==> src/rtl/chime_pkg.sv <==
package chime_pkg;
  typedef enum logic [1:0] {
    SND_NONE = 2'd0,
    SND_LOW  = 2'd1,
    SND_HIGH = 2'd2,
    SND_RING = 2'd3
  } sound_t;
endpackage

==> src/rtl/chime_tone_div.sv <==
module chime_tone_div #(
  parameter int DIV_W = 2
) (
  input  logic clk,
  input  logic rst,
  input  logic tone_tick,
  output logic tone_hi,
  output logic tone_lo
);
  localparam logic [DIV_W-1:0] STEP = DIV_W'(1);

  logic [DIV_W-1:0] phase_q;

  always_ff @(posedge clk) begin
    if (rst) phase_q <= '0;
    else if (tone_tick) phase_q <= phase_q + STEP;
  end

  assign tone_hi = phase_q[0];
  assign tone_lo = phase_q[1];

  AST_TONE_STEP: assert property (@(posedge clk) disable iff (rst)
    tone_tick |=> phase_q == $past(phase_q) + STEP);
  AST_TONE_HOLD: assert property (@(posedge clk) disable iff (rst)
    !tone_tick |=> $stable(phase_q));
endmodule

==> src/rtl/chime_schedule.sv <==
module chime_schedule
  import chime_pkg::*;
#(
  parameter int          DIG_W     = 4,
  parameter logic [3:0]  MIN_TENS  = 4'd5,
  parameter logic [3:0]  MIN_ONES  = 4'd9,
  parameter logic [3:0]  SEC_TENS  = 4'd5,
  parameter logic [3:0]  LAST_ONES = 4'd8
) (
  input  logic [DIG_W-1:0] min_tens,
  input  logic [DIG_W-1:0] min_ones,
  input  logic [DIG_W-1:0] sec_tens,
  input  logic [DIG_W-1:0] sec_ones,
  input  logic             alarm_hit,
  output sound_t           sound
);
  logic in_window;
  logic beep_due;

  always_comb begin
    in_window = (min_tens == DIG_W'(MIN_TENS)) && (min_ones == DIG_W'(MIN_ONES))
             && (sec_tens == DIG_W'(SEC_TENS));
    beep_due  = in_window && !sec_ones[0] && (sec_ones <= DIG_W'(LAST_ONES));
    if (beep_due)
      sound = (sec_ones == DIG_W'(LAST_ONES)) ? SND_HIGH : SND_LOW;
    else if (alarm_hit)
      sound = SND_RING;
    else
      sound = SND_NONE;
  end
endmodule

==> src/rtl/chime_ring_alt.sv <==
module chime_ring_alt #(
  parameter int HALF_TICKS = 500
) (
  input  logic clk,
  input  logic rst,
  input  logic tone_tick,
  input  logic ring_active,
  output logic use_low
);
  localparam int CNT_W = (HALF_TICKS > 1) ? $clog2(HALF_TICKS) : 1;
  localparam logic [CNT_W-1:0] LAST = CNT_W'(HALF_TICKS - 1);

  logic [CNT_W-1:0] cnt_q;
  logic             sel_q;

  always_ff @(posedge clk) begin
    if (rst || !ring_active) begin
      cnt_q <= '0;
      sel_q <= 1'b0;
    end else if (tone_tick) begin
      if (cnt_q == LAST) begin
        cnt_q <= '0;
        sel_q <= ~sel_q;
      end else begin
        cnt_q <= cnt_q + CNT_W'(1);
      end
    end
  end

  assign use_low = sel_q;

  AST_RING_HOLD: assert property (@(posedge clk) disable iff (rst)
    (!tone_tick && ring_active) |=> $stable(sel_q));
  AST_RING_RESTART: assert property (@(posedge clk) disable iff (rst)
    !ring_active |=> !sel_q);
endmodule

==> src/rtl/chime_tone_gen.sv <==
module chime_tone_gen
  import chime_pkg::*;
#(
  parameter int HALF_TICKS = 500,
  parameter int DIG_W      = 4
) (
  input  logic             clk,
  input  logic             rst,
  input  logic             tone_tick,
  input  logic [DIG_W-1:0] min_tens,
  input  logic [DIG_W-1:0] min_ones,
  input  logic [DIG_W-1:0] sec_tens,
  input  logic [DIG_W-1:0] sec_ones,
  input  logic             alarm_hit,
  input  logic             spk_en,
  output logic             spk,
  output logic             beep_low,
  output logic             beep_high,
  output logic             ring_on
);
  localparam int DIV_W = 2;

  sound_t sound;
  logic   tone_hi, tone_lo, ring_low, tone_now;

  chime_tone_div #(.DIV_W(DIV_W)) i_div (
    .clk(clk), .rst(rst), .tone_tick(tone_tick),
    .tone_hi(tone_hi), .tone_lo(tone_lo)
  );

  chime_schedule #(.DIG_W(DIG_W)) i_sched (
    .min_tens(min_tens), .min_ones(min_ones),
    .sec_tens(sec_tens), .sec_ones(sec_ones),
    .alarm_hit(alarm_hit), .sound(sound)
  );

  chime_ring_alt #(.HALF_TICKS(HALF_TICKS)) i_ring (
    .clk(clk), .rst(rst), .tone_tick(tone_tick),
    .ring_active(sound == SND_RING), .use_low(ring_low)
  );

  always_comb begin
    case (sound)
      SND_LOW:  tone_now = tone_lo;
      SND_HIGH: tone_now = tone_hi;
      SND_RING: tone_now = ring_low ? tone_lo : tone_hi;
      default:  tone_now = 1'b0;
    endcase
  end

  always_ff @(posedge clk) begin
    if (rst) begin
      spk       <= 1'b0;
      beep_low  <= 1'b0;
      beep_high <= 1'b0;
      ring_on   <= 1'b0;
    end else begin
      spk       <= spk_en & tone_now;
      beep_low  <= (sound == SND_LOW);
      beep_high <= (sound == SND_HIGH);
      ring_on   <= (sound == SND_RING);
    end
  end

  AST_ONE_SOUND: assert property (@(posedge clk) disable iff (rst)
    $onehot0({beep_low, beep_high, ring_on}));
  AST_QUIET_IDLE: assert property (@(posedge clk) disable iff (rst)
    !(beep_low || beep_high || ring_on) |-> !spk);
  AST_MUTE: assert property (@(posedge clk) disable iff (rst)
    (!$past(rst) && !$past(spk_en)) |-> !spk);
  AST_ODD_SILENT: assert property (@(posedge clk) disable iff (rst)
    (!$past(rst) && $past(sec_ones[0])) |-> !(beep_low || beep_high));
  AST_LAST_HIGH: assert property (@(posedge clk) disable iff (rst)
    (!$past(rst) && $past(min_tens == 4'd5 && min_ones == 4'd9
      && sec_tens == 4'd5 && sec_ones == 4'd8)) |-> beep_high);
endmodule

==> config.mk <==
export PLATFORM = sky130hd
export DESIGN_NAME = chime_tone_gen
export DESIGN_NICKNAME = d
export VERILOG_FILES = /design/src/rtl/chime_pkg.sv /design/src/rtl/chime_tone_div.sv /design/src/rtl/chime_schedule.sv /design/src/rtl/chime_ring_alt.sv /design/src/rtl/chime_tone_gen.sv
export SDC_FILE = /design/constraint.sdc
export NUM_CORES = 1
export LEC_CHECK = 0
export CAP_MARGIN = 20
export CORE_AREA = 4 4 41 43
export CTS_BUF_LIST = sky130_fd_sc_hd__clkbuf_4 sky130_fd_sc_hd__clkbuf_8
export CTS_CLUSTER_DIAMETER = 100
export DETAILED_ROUTE_END_ITERATION = 12
export DIE_AREA = 0 0 45 47
export DONT_BUFFER_PORTS = 1
export GPL_TIMING_DRIVEN = 0
export HOLD_SLACK_MARGIN = 0.08
export PLACE_DENSITY_LB_ADDON = 0.3
export REMOVE_ABC_BUFFERS = 1
export SETUP_SLACK_MARGIN = 0.02
export SLEW_MARGIN = 20
export SYNTH_ARGS = -nofsm -noshare
export SYNTH_HDL_FRONTEND = slang
export SYNTH_SLANG_ARGS = --single-unit
==> constraint.sdc <==
create_clock -name clk -period 1.64 [get_ports clk]
set_input_delay 0.328 -clock clk [delete_from_list [all_inputs] [get_ports clk]]
set_output_delay 0.328 -clock clk [all_outputs]
set_load 0.05 [all_outputs]
==> run metrics <==
max cap viols=0; vias in the first global route=488; Max Freq=0.693 GHz; number of distinct library cells after synthesis=26; layout cell share with drive strength beyond 1=10.1%; PortBufs=0; Yosys reg bits=16; buffer count from post-CTS setup fixing=0; via/cell ratio=5.61; sw frac=21.2%; Sw Pwr=148 µW; status=finished, final reports clean; area leader, netlist=dfxtp_1; Hold/Removal Path Class=in2reg; initial antenna violation count=0; die area=2120 µm²; clock share of power=36.4%; RSZ-0062 raised after global routing=false; die span in x=45 µm; Avg Synthesized Cell Area=9.38 µm²; Layout area overhead=6.41%; EDFF count, synth=0; Final Hold Viols=0; CTS buffer count=3; Gates resized, CTS repair=0; Max VDD drop=0.000417 V; WL/cell=12.8 µm; Fill cells=124; Critical Path RT=1.81 ns; CTS tree=yes; post-layout util=59.0%; # DRC=0; first-pass GRT wire length=2.04 mm; Overflow after GRT=0; total chip power=698 µW; Worst Hold Slack=0.108 ns; Internal Power=549 µW; Yosys warnings=0; CP startpoint kind=register; pwr dens=908 nW/µm²; Clock Path Buffers=2; dpl ws=-0.270 ns; antenna-violating nets left=0; worst setup margin=0.197 ns; hold-fix buffers at CTS=0; nature of the critical path endpoint=register; clk sinks=16; xor and xnor fraction of the mapped netlist area=13.3%; clk_skew=0.00435 ns; # diodes=0; Comb pwr share=4.9%; die height=47 µm; Seq pwr share=58.8%; Tmin final=1.44 ns; clock slew at reported path FFs=0.09 ns; synth top area cells=dfxtp_1, xnor2_1, nor3_1; Post-Synth Simple-Gate Area=31.0%; cell row count=13; DR vias=527; critical path arrival=1.61 ns; Global Route Usage Sum=13.7%; Yosys top cell area share=44.4%; critical-path maximum fanout=9; Synth Area in Adders=1.73%; nets@finish=102; # IOs=25; largest family of logic cells by synthesized area=simple AND/OR/NAND/NOR gates; mux share of post-synthesis cell area=4.16%; GPL Wtd Cong=0.768; Setup violations, final=0; sequential area share after synthesis=44.4%; ys flop type=dfxtp_1; Pre-antenna DRT Iters=4; pin count of the biggest net entering global routing=12; post-DP HPWL=962 µm; Max Slew Vio Count=0; Mapped Cells=77; Total Wirelength=1.21 mm; number of DRC markers in iteration 0=9; Worst-Skew Late Latency=0.28 ns; Slew HR=66.6%; asr flop ratio synth=0%; H-tree Lvls=1; Core Area=1300 µm²; clock root cell=clkbuf_4; fin crit share=88.0%; Cell Area, Synth=722 µm²; Initial Util=55.5%; Worst Max-Slew Pin Slew=0.501 ns; R2R setup slack=0.20 ns; type of the worst setup path=reg2reg; LEAKAGE=0.269 nW; compound-gate portion of the synthesized area=2.60%
metrics by stage:
stage               cells  cell area, µm²  setup TNS (ns)
global route           94             768               0
finish                 94             768               0
global placement       90             728           -2.07
CTS                    94             764               0
detailed placement     90             728           -2.52
floorplan              75             709               0
cells in the final DEF (no fill, tap or decap), drive strengths merged, types with 2 or more instances in the layout:
| master | count |
|---|---|
| nor3b | 2 |
| o21ai | 2 |
| mux2i | 3 |
| nor2 | 9 |
| xnor2 | 7 |
| nor3 | 11 |
| dfxtp | 16 |
| xor2 | 4 |
| clkbuf | 4 |
| inv | 2 |
| nand2 | 5 |
| nand4 | 4 |
flip-flops by register name (all words and copies together) (netlist names):
name / count
i_ring.cnt_q: 9
i_div.phase_q: 2
beep_high: 1
beep_low: 1
i_ring.use_low: 1
ring_on: 1
spk: 1
layout make-up:
class | instances | area, µm² | share of cell area, %
clock buffers | 4 | 36.3 | 4.72
flip-flops and latches | 16 | 320 | 41.7
inverters | 2 | 7.51 | 0.977
multi-input cells | 57 | 385 | 50.2
well taps | 15 | 18.8 | 2.44
critical path, cell delays in order (launching register included):
cell and delay, ns:
dfxtp_1 0.35, or3b_4 0.42, nor3_4 0.33, xnor2_1 0.19, nor2_2 0.04
cells in the mapped netlist, types with 2 or more instances:
| library cell | n |
|---|---|
| dfxtp_1 | 16 |
| nor3_1 | 10 |
| nor2_1 | 8 |
| xnor2_1 | 7 |
| nand2_1 | 5 |
| nand4_1 | 4 |
| xor2_1 | 4 |
| mux2i_1 | 3 |
| inv_1 | 2 |
| nor3b_1 | 2 |
routing by layer:
metal / part of all wire (%) / GRT usage [%] / vias to the layer above
met5: 0 / 0 / -
met4: 1.1 / 8.77 / 0
met3: 4.5 / 3.83 / 2
met2: 53 / 23.2 / 8
met1: 42 / 15.2 / 242
li1: - / - / 275
power by group through the flow:
| stage | registers [mW] | logic, mW | clock network, mW |
|---|---|---|---|
| global placement | 0.419 | 0.0322 | 0 |
| detailed placement | 0.419 | 0.0335 | 0 |
| floorplan | 0.418 | 0.0291 | 0 |
| global route | 0.411 | 0.0385 | 0.280 |
| finish | 0.410 | 0.0339 | 0.254 |
| CTS | 0.410 | 0.0335 | 0.264 |
path summary, 6_finish.rpt:
kind | depth (start not counted) | start | end
hold reg to reg | 2 | i_ring.cnt_q[1] | i_ring.cnt_q[1]
setup reg to reg | 4 | i_ring.cnt_q[2] | i_ring.use_low
hold / removal | 1 | rst | i_div.phase_q[0]
setup / recovery | 4 | i_ring.cnt_q[2] | i_ring.use_low
cells by family after synthesis:
kind of cell / count (synthesis)
and+or+nand+nor: 39
DFF: 16
xor gates and xnor gates: 11
buffers and inverters: 4
AOI/OAI and AO/OA: 3
muxes: 3
adders and majority gates: 1
Power figures use the tool's default switching activity.
